File: src/rtl/drp_bridge_pkg.sv
package drp_bridge_pkg;
  localparam int unsigned REG_AW = 8;
  localparam logic [REG_AW-1:0] OFF_CTRL = 8'h40;
  localparam logic [REG_AW-1:0] OFF_SRC  = 8'h44;
  localparam logic [REG_AW-1:0] OFF_CMD  = 8'h70;
  localparam logic [REG_AW-1:0] OFF_STAT = 8'h74;
  localparam int unsigned CMD_GO_BIT   = 29;
  localparam int unsigned CMD_RD_BIT   = 28;
  localparam int unsigned CMD_ADDR_LSB = 16;
  localparam int unsigned STAT_BUSY_BIT = 16;

  typedef enum logic [2:0] {
    RSEL_NONE, RSEL_CTRL, RSEL_SRC, RSEL_CMD, RSEL_STAT
  } rsel_e;

  function automatic rsel_e decode(input logic [REG_AW-1:0] a);
    case (a)
      OFF_CTRL: return RSEL_CTRL;
      OFF_SRC:  return RSEL_SRC;
      OFF_CMD:  return RSEL_CMD;
      OFF_STAT: return RSEL_STAT;
      default:  return RSEL_NONE;
    endcase
  endfunction
endpackage

File: src/rtl/drp_bridge_cfg.sv
module drp_bridge_cfg #(
  parameter int unsigned SEL_W = 2
) (
  input  logic             clk_i,
  input  logic             rst_ni,
  input  logic             ctrl_we_i,
  input  logic             src_we_i,
  input  logic [31:0]      wdata_i,
  output logic [1:0]       ctrl_o,
  output logic [SEL_W-1:0] src_o
);
  logic [1:0]       ctrl_q;
  logic [SEL_W-1:0] src_q;

  always_ff @(posedge clk_i or negedge rst_ni) begin
    if (!rst_ni) begin
      ctrl_q <= '0;
      src_q  <= '0;
    end else begin
      if (ctrl_we_i) ctrl_q <= wdata_i[1:0];
      if (src_we_i)  src_q  <= wdata_i[SEL_W-1:0];
    end
  end

  assign ctrl_o = ctrl_q;
  assign src_o  = src_q;

  p_src_hold_r3: assert property (@(posedge clk_i) disable iff (!rst_ni)
    !src_we_i |=> $stable(src_q));
  p_ctrl_hold_r2: assert property (@(posedge clk_i) disable iff (!rst_ni)
    !ctrl_we_i |=> $stable(ctrl_q));
endmodule

File: src/rtl/drp_bridge_engine.sv
module drp_bridge_engine
  import drp_bridge_pkg::*;
#(
  parameter int unsigned DATA_W  = 16,
  parameter int unsigned DADDR_W = 7
) (
  input  logic               clk_i,
  input  logic               rst_ni,
  input  logic               cmd_we_i,
  input  logic [31:0]        cmd_i,
  output logic               drp_en_o,
  output logic               drp_we_o,
  output logic [DADDR_W-1:0] drp_addr_o,
  output logic [DATA_W-1:0]  drp_di_o,
  input  logic               drp_rdy_i,
  input  logic [DATA_W-1:0]  drp_do_i,
  output logic               busy_o,
  output logic [DATA_W-1:0]  rd_data_o
);
  localparam int unsigned ADDR_MSB = CMD_ADDR_LSB + DADDR_W - 1;

  logic               busy_q, rd_q, en_q, we_q;
  logic [DADDR_W-1:0] addr_q;
  logic [DATA_W-1:0]  di_q, rd_data_q;
  logic               launch, done;

  assign launch = cmd_we_i & cmd_i[CMD_GO_BIT] & ~busy_q;
  assign done   = busy_q & drp_rdy_i;

  always_ff @(posedge clk_i or negedge rst_ni) begin
    if (!rst_ni) begin
      busy_q    <= 1'b0;
      rd_q      <= 1'b0;
      en_q      <= 1'b0;
      we_q      <= 1'b0;
      addr_q    <= '0;
      di_q      <= '0;
      rd_data_q <= '0;
    end else begin
      en_q <= launch;
      we_q <= launch & ~cmd_i[CMD_RD_BIT];
      if (launch) begin
        busy_q <= 1'b1;
        rd_q   <= cmd_i[CMD_RD_BIT];
        addr_q <= cmd_i[ADDR_MSB:CMD_ADDR_LSB];
        di_q   <= cmd_i[DATA_W-1:0];
      end else if (done) begin
        busy_q <= 1'b0;
      end
      if (done && rd_q) rd_data_q <= drp_do_i;
    end
  end

  assign drp_en_o   = en_q;
  assign drp_we_o   = we_q;
  assign drp_addr_o = addr_q;
  assign drp_di_o   = di_q;
  assign busy_o     = busy_q;
  assign rd_data_o  = rd_data_q;

  p_en_pulse_r4: assert property (@(posedge clk_i) disable iff (!rst_ni)
    drp_en_o |=> !drp_en_o);
  p_we_needs_en_r4: assert property (@(posedge clk_i) disable iff (!rst_ni)
    drp_we_o |-> drp_en_o);
  p_busy_rise_r5: assert property (@(posedge clk_i) disable iff (!rst_ni)
    $rose(busy_q) |-> drp_en_o);
  p_busy_fall_r5: assert property (@(posedge clk_i) disable iff (!rst_ni)
    busy_q && drp_rdy_i |=> !busy_q);
  p_busy_hold_r5: assert property (@(posedge clk_i) disable iff (!rst_ni)
    busy_q && !drp_rdy_i |=> busy_q);
  p_rdata_hold_r6: assert property (@(posedge clk_i) disable iff (!rst_ni)
    !(busy_q && drp_rdy_i && rd_q) |=> $stable(rd_data_q));
  p_no_launch_busy_r7: assert property (@(posedge clk_i) disable iff (!rst_ni)
    busy_q |=> !drp_en_o);
  p_addr_stable_r7: assert property (@(posedge clk_i) disable iff (!rst_ni)
    busy_q |=> $stable(drp_addr_o));
  p_idle_stays_r8: assert property (@(posedge clk_i) disable iff (!rst_ni)
    !busy_q && !cmd_we_i |=> !busy_q);
endmodule

File: src/rtl/drp_bridge.sv
module drp_bridge
  import drp_bridge_pkg::*;
#(
  parameter int unsigned DATA_W  = 16,
  parameter int unsigned DADDR_W = 7,
  parameter int unsigned SEL_W   = 2
) (
  input  logic               clk_i,
  input  logic               rst_ni,
  input  logic               reg_wr_i,
  input  logic [7:0]         reg_addr_i,
  input  logic [31:0]        reg_wdata_i,
  output logic [31:0]        reg_rdata_o,
  output logic               core_en_o,
  output logic               prim_en_o,
  output logic [SEL_W-1:0]   clk_sel_o,
  output logic               drp_en_o,
  output logic               drp_we_o,
  output logic [DADDR_W-1:0] drp_addr_o,
  output logic [DATA_W-1:0]  drp_di_o,
  input  logic               drp_rdy_i,
  input  logic [DATA_W-1:0]  drp_do_i
);
  rsel_e              rsel;
  logic [1:0]         ctrl;
  logic               busy;
  logic [DATA_W-1:0]  rd_data;

  assign rsel = decode(reg_addr_i);

  drp_bridge_cfg #(.SEL_W(SEL_W)) u_cfg (
    .clk_i     (clk_i),
    .rst_ni    (rst_ni),
    .ctrl_we_i (reg_wr_i && rsel == RSEL_CTRL),
    .src_we_i  (reg_wr_i && rsel == RSEL_SRC),
    .wdata_i   (reg_wdata_i),
    .ctrl_o    (ctrl),
    .src_o     (clk_sel_o)
  );

  drp_bridge_engine #(.DATA_W(DATA_W), .DADDR_W(DADDR_W)) u_eng (
    .clk_i      (clk_i),
    .rst_ni     (rst_ni),
    .cmd_we_i   (reg_wr_i && rsel == RSEL_CMD),
    .cmd_i      (reg_wdata_i),
    .drp_en_o   (drp_en_o),
    .drp_we_o   (drp_we_o),
    .drp_addr_o (drp_addr_o),
    .drp_di_o   (drp_di_o),
    .drp_rdy_i  (drp_rdy_i),
    .drp_do_i   (drp_do_i),
    .busy_o     (busy),
    .rd_data_o  (rd_data)
  );

  assign core_en_o = ctrl[0];
  assign prim_en_o = ctrl[1];

  always_comb begin
    reg_rdata_o = '0;
    case (rsel)
      RSEL_CTRL: reg_rdata_o[1:0] = ctrl;
      RSEL_SRC:  reg_rdata_o[SEL_W-1:0] = clk_sel_o;
      RSEL_STAT: begin
        reg_rdata_o[STAT_BUSY_BIT] = busy;
        reg_rdata_o[DATA_W-1:0]    = rd_data;
      end
      default: reg_rdata_o = '0;
    endcase
  end

  p_cmd_reads_zero_r9: assert property (@(posedge clk_i) disable iff (!rst_ni)
    rsel == RSEL_CMD |-> reg_rdata_o == 32'h0);
endmodule

File: config.mk
export PLATFORM = sky130hd
export DESIGN_NAME = drp_bridge
export DESIGN_NICKNAME = d
export VERILOG_FILES = /design/src/rtl/drp_bridge_pkg.sv /design/src/rtl/drp_bridge_cfg.sv /design/src/rtl/drp_bridge_engine.sv /design/src/rtl/drp_bridge.sv
export SDC_FILE = /design/constraint.sdc
export NUM_CORES = 1
export LEC_CHECK = 0
export ABC_AREA = 1
export BUFFER_PORTS_ARGS = -buffer_cell sky130_fd_sc_hd__buf_2
export CAP_MARGIN = 10
export CORE_ASPECT_RATIO = 2
export CORE_MARGIN = 1.5
export CORE_UTILIZATION = 40
export DETAILED_ROUTE_END_ITERATION = 8
export HOLD_SLACK_MARGIN = 0.12
export PLACE_DENSITY_LB_ADDON = 0.1
export SETUP_SLACK_MARGIN = 0.5
export SYNTH_ARGS = -nofsm -noshare
export SYNTH_HDL_FRONTEND = slang
export SYNTH_HIERARCHICAL = 1
export SYNTH_SLANG_ARGS = --single-unit
File: constraint.sdc
create_clock -name clk_i -period 2 [get_ports clk_i]
set_input_delay 0.1 -clock clk_i [delete_from_list [all_inputs] [get_ports clk_i]]
set_output_delay 0.1 -clock clk_i [all_outputs]
set_load 0.02 [all_outputs]
==> impl_metrics.yaml, run 1 <==
synthesis:
  synth_cells: 294
  syn_avg_cell_area_um2: 8.44
  yosysTopAreaCell: "dfrtp_1"
  syn-cell-area_um2: 2480
  async_reset_ff_share_pct: 100
  synth.distinct_cells: 21
  ys_top_cells_by_area: "dfrtp_1 (47%), nand2_1 (15%), nand4_1 (10%)"
  seq_area_frac_synth_pct: 47.4
  yosysTopAreaCellShare_pct: 47.4
  synth_seq_cells: 47
  synth_edf_count: 0
  synth_warnings: 6
  synthFlopType: "dfrtp_1"
critical_path:
  crit_type: "reg -> out"
  required_ns: 1.90
  crit_family: "flip-flops"
  end_kind: "primary output"
  cp_num_buf_inv: 2
  cpPeakStageDelay_ns: 0.53
  crit_path_start_kind: "register"
  crit_fanout: 11
  worst_path_max_delay_cell: "dfrtp_2"
  path_cells: "inv_1 > nor2_1 > buf_2"
  crit_arrival_ns: 1.15
final_layout:
  area.growth.synth_to_final_pct: 40.1
  mostFrequentLayoutCell: "nand2_1"
  nNetsFinal: 487
  final_design_area_no_fill_um2: 3480
  fin_util_pct: 57.9
  diodes: 0
  num-fill-cells: 575
  drive_gt1_share_pct: 31.3
  mostFrequentLayoutCells: "nand2_1 (102), buf_2 (98), dfrtp_1 (46), dlygate4sd3_1 (41), nand4_1 (40)"
grt:
  grt_use_total_pct: 19.8
  grt_pass1_wl_um: 10200
  grt_pass1_vias: 2238
  gr-total-overflow: 0
  grt_max_degree: 48
  antenna_found_initial: 0
clock_tree:
  cts_setup_buffers: 0
  clk_latency_ns: 0.28
  cts.path.max_buffers: 2
  cts.sink_count: 47
  numCtsBuffers: 5
  cts.clk_slew.worst_paths_ns: 0.06
  cts_tree: "yes"
  root_buffer: "clkbuf_16"
  htreeDepth: 2
flow_run:
  maxCapViolCount: 0
drt:
  first_pass_iters: 4
  wire_per_inst_um: 12.5
  antenna_left: 0
  wl_met1_um: 2270
  vias: 2319
  drc: 0
  wl_met2_um: 3480
  vias_per_cell: 4.72
  highest_layer: "met4"
  wl_met3_um: 266
  drtIter0Drc: 125
  wirelength_um: 6130
die:
  rows: 40
  dieArea_um2: 6720
  core_area_um2: 6010
  ioPinCount: 121
  die_h_um: 114
  start_util_pct: 41.3
  die_x_um: 58.7
timing:
  period_needed_ns: 1.25
  rsz0062_at_grt: "no"
  setup_viol: 0
  post-route-period-util_pct: 62.6
  hold_violations: 0
  setup_tns_ns: 0
  relSlewSlack_pct: 60.5
  fin_skew_ns: 0.00566
  drv_slew: 0
  worst_pin_slew_ns: 0.592
  fmax_mhz: 799
power_and_ir_drop:
  pwr_density_cell_nw_per_um2: 604
  ir_worst_vdd_mv: 0.523
  total_power_uw: 2100
  leakage_uw: 0.00197
status:
  status: "finished clean"
placement:
  gp_congestion: 0.760
  place_area_um2: 2910
  numPortBuffers: 98
  hpwlAfterDp_um: 4100
hold_path:
  hp-class: "in -> reg"
-- cells by family after synthesis --
logic type	share of synthesized area, %
DFF	47.4
buffers and inverters	14.3
AOI/OAI and AO/OA	0.201
other	0.151
and+or+nand+nor	38.0
-- metrics by stage --
stage / setup WS (ns) / hold WS (ns) / cells
6_report: 0.748 / 0.235 / 491
5_1_grt: 0.624 / 0.268 / 491
4_1_cts: 0.577 / 0.235 / 491
3_5_place_dp: 0.493 / 0.242 / 442
3_3_place_gp: 0.504 / 0.239 / 442
2_1_floorplan: 0.810 / -0.196 / 308
-- state kept, by name (all words and copies together), names as in the netlist --
name and cells:
u_cfg/ctrl_o 2, u_cfg/src_o 2, u_eng/busy_o 1, u_eng/drp_addr_o 7, u_eng/drp_di_o 16, u_eng/drp_en_o 1
u_eng/drp_we_o 1, u_eng/rd_data_o 16, u_eng/rd_q 1
-- final cells by class --
cell class	instances	area, um^2	area share, %
timing repair buffer	145	946	27.2
multi-input combinational	199	1010	28.9
inverter	29	114	3.27
clock buffer	8	156	4.50
sequential	47	1180	33.8
tap	63	78.8	2.27
-- routing by layer --
metal	GRT usage, %	vias up
li1	-	1170
met1	22.0	1062
met2	36.7	80
met3	2.82	7
met4	7.42	0
met5	0	-
-- power by group --
part / switching [uW] / internal (uW)
Clock: 335 / 532
Combinational: 140 / 115
Sequential: 9.85 / 967
Total: 485 / 1610
-- worst reg2reg max path: stages (launching register included) --
cell     delay, ns
dfrtp_2       0.52
inv_6         0.09
nand3_4       0.25
nand2_1       0.15
nand2_1       0.06
-- path summary, 6_finish.rpt --
path,from,end,slack (ns),depth (start not counted)
max,u_eng/busy_o,reg_rdata_o[16],0.75,3
min,reg_addr_i[3],u_cfg/ctrl_o[1],0.24,6
max reg2reg,u_eng/busy_o,u_eng/drp_addr_o[5],0.82,4
min reg2reg,u_eng/drp_di_o[6],u_eng/drp_di_o[6],0.47,2
max in group asynchronous,rst_ni,u_eng/busy_o,1.13,3
min in group asynchronous,rst_ni,u_cfg/src_o[1],0.43,3
-- cell usage after synthesis, types with 2 or more instances --
master	n
buf_2	12
buf_4	17
buf_6	3
dfrtp_1	47
inv_1	27
nand2_1	102
nand2_2	3
nand3_1	7
nand3_4	2
nand4_1	40
nor2_1	14
nor2_4	11
-- what timing repair did --
item	in CTS	in global routing
endpoints found under the setup margin	0	1
gates resized for setup	0	1
hold buffers	41	0
hold endpoints to repair	92	0
Power figures use the tool's default switching activity.
==> inputs of run 2 (changes only) <==
==> constraint.sdc (replaced) <==
create_clock -name clk_i -period 1 [get_ports clk_i]
set_input_delay 0.05 -clock clk_i [delete_from_list [all_inputs] [get_ports clk_i]]
set_output_delay 0.05 -clock clk_i [all_outputs]
set_load 0.02 [all_outputs]
==> run 2 against run 1 <==
The flow now finishes with violations (negative hold slack, negative setup slack). Clock power up 90%. Critical path depth up 2. Setup slack worse by 0.85 ns. Die area unchanged. Sequential share of layout area down 5.3 points. Global-route usage up 0.54 points. Critical path type unchanged. Critical endpoint is now reg_rdata_o[1].
==> impl_metrics.yaml, run 2 (synthesis gave the netlist of run 1 again) <==
status:
  status: "complete, but fails checks"
  violations: "negative hold slack, negative setup slack"
drt:
  wirelength_um: 6710
  vias_per_cell: 4.81
  drtIter0Drc: 118
  vias: 2372
  drc: 0
  first_pass_iters: 5
  antenna_left: 0
  wire_per_inst_um: 13.6
critical_path:
  required_ns: 0.95
  crit_fanout: 2
  worst_path_max_delay_cell: "dfrtp_2"
  end_kind: "primary output"
  rr_startpoint: "u_eng/busy_o"
  crit_type: "reg -> out"
  crit_path_start_kind: "register"
  crit_family: "flip-flops"
  path_cells: "nand3_2 > nand2_1 > inv_1 > nand2_2 > buf_6"
  cp_num_buf_inv: 2
  crit_arrival_ns: 1.06
  worstSetupStartpoint: "u_cfg/ctrl_o[1]"
  cpPeakStageDelay_ns: 0.42
final_layout:
  diodes: 0
  final_design_area_no_fill_um2: 4130
  mostFrequentLayoutCells: "nand2_1 (74), buf_6 (64), buf_2 (44), dfrtp_1 (43), nand4_1 (40)"
  nNetsFinal: 489
  mostFrequentLayoutCell: "nand2_1"
  drive_gt1_share_pct: 54.7
  fin_util_pct: 68.8
  area.growth.synth_to_final_pct: 66.4
  final_cells: 493
grt:
  grt_max_degree: 48
  gr-total-overflow: 0
  grt_use_total_pct: 20.4
  grt_pass1_vias: 2374
  grt_pass1_wl_um: 10600
  antenna_found_initial: 0
timing:
  period_needed_ns: 1.11
  fin_skew_ns: 0.00656
  hold_violations: 48
  drv_slew: 0
  post-route-period-util_pct: 111
  setup_tns_ns: -3.41
  fmax_mhz: 904
  setup_viol: 56
  hold_slack_ns: -0.253
  rsz0062_at_grt: "yes"
  layout_setup_ws_ns: -0.107
power_and_ir_drop:
  ir_worst_vdd_mv: 0.982
  leakage_uw: 0.00214
  pwr_density_cell_nw_per_um2: 1020
die:
  ioPinCount: 121
  start_util_pct: 41.3
  die_x_um: 58.7
  rows: 40
  core_area_um2: 6010
  dieArea_um2: 6720
  die_h_um: 114
hold_path:
  hp-class: "in -> async"
clock_tree:
  clk_latency_ns: 0.28
  cts.clk_slew.worst_paths_ns: 0.06
  cts.path.max_buffers: 2
  root_buffer: "clkbuf_16"
  cts_tree: "yes"
  cts.sink_count: 47
  htreeDepth: 2
  numCtsBuffers: 5
placement:
  place_area_um2: 3210
  hpwlAfterDp_um: 4340
  numPortBuffers: 98
  gp_congestion: 0.874
  dp_cells: 459
  pre_cts_ws_ns: -0.265
flow_run:
  maxCapViolCount: 0
==> run 2: worst paths after layout <==
path	endpoint	slack, ns	cells past startpoint
max in group asynchronous	u_eng/busy_o	1.02	2
setup reg to reg	u_eng/drp_di_o[14]	-0.11	6
hold reg to reg	u_eng/rd_data_o[8]	0.47	2
setup / recovery	reg_rdata_o[1]	-0.11	5
hold / removal	u_eng/rd_data_o[3]	-0.25	2
min in group clk_i	u_eng/drp_we_o	-0.06	2
==> run 2: stage by stage <==
| step | hold WS [ns] | power, uW |
|---|---|---|
| final | -0.253 | 4200 |
| after global routing | -0.227 | 4370 |
| after CTS | -0.247 | 4220 |
| after detailed placement | 0.0539 | 2450 |
| after global placement | 0.0555 | 2440 |
| after floorplan | -0.246 | 2250 |
==> run 2: report_power, final <==
group	switching, uW	leakage, uW	internal, uW	total [uW]
registers	30.7	0.000648	1930	1970
logic	323	0.00142	269	592
clock network	719	0.0000740	927	1650
==> run 2: timing repair <==
| item | in CTS | in global routing |
|---|---|---|
| buffers inserted | 20 | 4 |
| pin swaps | 21 | 14 |
| gates resized for setup | 147 | 27 |
| cloned | 1 | 1 |
| setup endpoints to repair | 93 | 93 |
| endpoints found under the hold margin | 92 | 92 |
==> run 2: cell type report <==
cell class	count	area (um^2)
Fill cell	512	1880
Timing Repair Buffer	146	1330
Multi-Input combinational cell	200	1250
Sequential cell	47	1180
Inverter	29	143
Clock buffer	5	125
Tap cell	63	78.8
Clock inverter	3	18.8
==> run 2: routing by layer <==
layer  wire, um  share of wire (%)  GRT usage, %  vias to the layer above
met5          0                  0             0                        -
met4        124                1.8          5.91                        0
met3        236                3.5          2.94                        8
met2       3970                 59          39.3                       75
met1       2380                 35          21.9                     1111
li1           -                  -             -                     1178
==> inputs of run 3 (changes only) <==
--- a/config.mk
+++ b/config.mk
@@ -5,7 +5,6 @@
 export SDC_FILE = /design/constraint.sdc
 export NUM_CORES = 1
 export LEC_CHECK = 0
-export ABC_AREA = 1
 export BUFFER_PORTS_ARGS = -buffer_cell sky130_fd_sc_hd__buf_2
 export CAP_MARGIN = 10
 export CORE_ASPECT_RATIO = 2
==> run 3 against run 2 <==
The flow still finishes with violations (negative hold slack, negative setup slack). Routed wire length decreased by 31%. Combinational power decreased by 24%. Clock skew about the same. Via count decreased by 36%. Critical path type is now in -> reg. Critical endpoint is now u_eng/drp_di_o[1]. Largest cell class is now sequential cells.
==> impl_metrics.yaml, run 3 <==
critical_path:
  crit_fanout: 17
  worst_path_max_delay_cell: "or4b_4"
  cp_num_buf_inv: 2
  crit_type: "in -> reg"
  path_cells: "buf_6 > or4b_4 > or3b_4 > nor3_4 > nand3b_4 > buf_12 > mux2_4"
  crit_path_start_kind: "primary input"
  cpPeakStageDelay_ns: 0.53
  required_ns: 1.18
  crit_family: "simple AND/OR/NAND/NOR gates"
  end_kind: "register"
  crit_arrival_ns: 1.87
drt:
  antenna_left: 0
  wire_per_inst_um: 13.8
  vias_per_cell: 4.58
  drc: 0
  drtIter0Drc: 16
  vias: 1525
  first_pass_iters: 2
  wirelength_um: 4600
die:
  die_x_um: 55.3
  ioPinCount: 121
  dieArea_um2: 5960
  rows: 38
  start_util_pct: 40.8
  core_area_um2: 5370
  die_h_um: 108
status:
  status: "complete, but fails checks"
  violations: "negative hold slack, negative setup slack"
timing:
  hold_violations: 83
  fmax_mhz: 593
  rsz0062_at_grt: "yes"
  setup_viol: 64
  layout_setup_ws_ns: -0.687
  fin_skew_ns: 0.00672
  post-route-period-util_pct: 169
  period_needed_ns: 1.69
  hold_slack_ns: -0.279
  drv_slew: 0
grt:
  grt_pass1_vias: 1594
  grt_use_total_pct: 16.0
  busiest_layer: "met2"
  gr-total-overflow: 0
  antenna_found_initial: 0
  use_met3_pct: 3.97
  use_met1_pct: 17.3
  grt_use_met2_pct: 29.8
  grt_max_degree: 48
  grt_pass1_wl_um: 7470
power_and_ir_drop:
  netSwitchingPower_uw: 853
  ir_worst_vdd_mv: 1.47
  internal_power_uw: 2970
  seqPwrFrac_pct: 51.2
  p_clk_share_pct: 37.0
  combPwrFrac_pct: 11.8
  total_power_uw: 3820
  leakage_uw: 0.00194
  swShare_pct: 22.3
  pwr_density_cell_nw_per_um2: 1110
synthesis:
  seq_area_frac_synth_pct: 53.7
  synth.distinct_cells: 24
  syn_avg_cell_area_um2: 14.6
  yosysMostFrequentCell: "dfrtp_1"
  synth_warnings: 6
  synth_seq_cells: 47
  synthFlopType: "dfrtp_1"
  syn-cell-area_um2: 2190
  synth_cells: 150
  yosysTopAreaCellShare_pct: 53.7
  synth_edf_count: 0
  async_reset_ff_share_pct: 100
  synthTopCellsByCount: "dfrtp_1 (47), mux2_2 (25), mux2_4 (17)"
  yosysTopAreaCell: "dfrtp_1"
  ys_top_cells_by_area: "dfrtp_1 (54%), mux2_2 (13%), mux2_4 (12%)"
final_layout:
  diodes: 0
  mostFrequentLayoutCells: "buf_2 (51), dfrtp_1 (47), buf_6 (40), mux2_4 (38), buf_4 (24)"
  final_design_area_no_fill_um2: 3450
  fin_util_pct: 64.2
  area.growth.synth_to_final_pct: 57.2
  mostFrequentLayoutCell: "buf_2"
  nNetsFinal: 332
  drive_gt1_share_pct: 74.4
clock_tree:
  clk_latency_ns: 0.29
  cts_tree: "yes"
  htreeDepth: 2
  cts.sink_count: 47
  root_buffer: "clkbuf_8"
  cts.clk_slew.worst_paths_ns: 0.09
  cts.path.max_buffers: 2
  numCtsBuffers: 5
flow_run:
  maxCapViolCount: 0
placement:
  numPortBuffers: 98
  place_area_um2: 2990
  hpwlAfterDp_um: 3400
  gp_congestion: 0.688
hold_path:
  hp-class: "in -> async"
run 3: cell count changes in the layout (fill, tap and decap cells not counted), moves of 6 or more:
cell / change
buf_2: +7
mux2_4: +38
nand2_1: -72
inv_2: -6
nand2_2: -26
nand4_1: -40
clkbuf_8: +6
clkbuf_16: -6
buf_6: -24
mux2_2: +7
nor2_4: -18
and2_4: +15
inv_1: -15
run 3: worst register-to-register path, cell delays in order, from the launching register on:
cell	delay, ns
dfrtp_1	0.42
nand3b_4	0.19
buf_12	0.17
mux2_2	0.35
run 3: path summary, 6_finish.rpt:
kind	slack [ns]	endpoint	depth (start not counted)	from
min in group clk_i	-0.08	u_eng/drp_we_o	2	reg_wdata_i[28]
hold reg to reg	0.51	u_eng/rd_data_o[2]	1	u_eng/rd_data_o[2]
max in group asynchronous	1.05	u_eng/rd_data_o[5]	2	rst_ni
setup reg to reg	-0.24	u_eng/drp_di_o[13]	3	u_eng/busy_o
hold / removal	-0.28	u_eng/rd_data_o[7]	2	rst_ni
setup / recovery	-0.69	u_eng/drp_di_o[1]	7	reg_addr_i[0]
run 3: cell families (layout without fill, tap and decap cells):
logic type | count (synthesis) | count (layout) | synth area share, %
other | 1 | 15 | 0.171
flip-flops | 47 | 47 | 53.7
buffers and inverters | 22 | 131 | 7.88
multiplexers | 46 | 46 | 26.5
AO/OA/AOI/OAI | 3 | 3 | 0.913
AND/OR/NAND/NOR | 31 | 31 | 10.8
run 3: power by group through the flow:
stage | clock (uW) | combinational [uW] | sequential, uW
2_1_floorplan | 0 | 158 | 2030
3_3_place_gp | 0 | 387 | 1990
3_5_place_dp | 0 | 392 | 1990
4_1_cts | 1470 | 457 | 1960
5_1_grt | 1560 | 488 | 1960
6_report | 1410 | 451 | 1960
run 3: layout make-up:
class	count	area, um^2
clock buffer	6	82.6
inverter	2	7.51
tap	60	75.1
sequential	47	1180
multi-input combinational	95	1060
timing repair buffer	121	1010
fill	406	1930
clock inverter	2	35.0
run 3: per-layer routing:
layer | part of all wire [%] | wire length (um)
met5 | 0 | 0
met4 | 1.0 | 46
met3 | 5.5 | 253
met2 | 57 | 2640
met1 | 36 | 1660
run 3: per-stage QoR:
step                      instances  setup TNS [ns]  setup WS, ns
after floorplan                 164          -31.50        -0.948
after global placement          321          -40.36         -1.00
after detailed placement        321          -40.42         -1.01
after CTS                       333          -30.49        -0.690
after global routing            333          -31.38        -0.705
final                           333          -29.65        -0.687
run 3: timing repair:
action | in CTS | in global routing
endpoints found under the hold margin | 93 | 93
buffers inserted | 4 | 0
endpoints found under the setup margin | 93 | 93
pin swaps | 6 | 2
gates resized for setup | 96 | 2
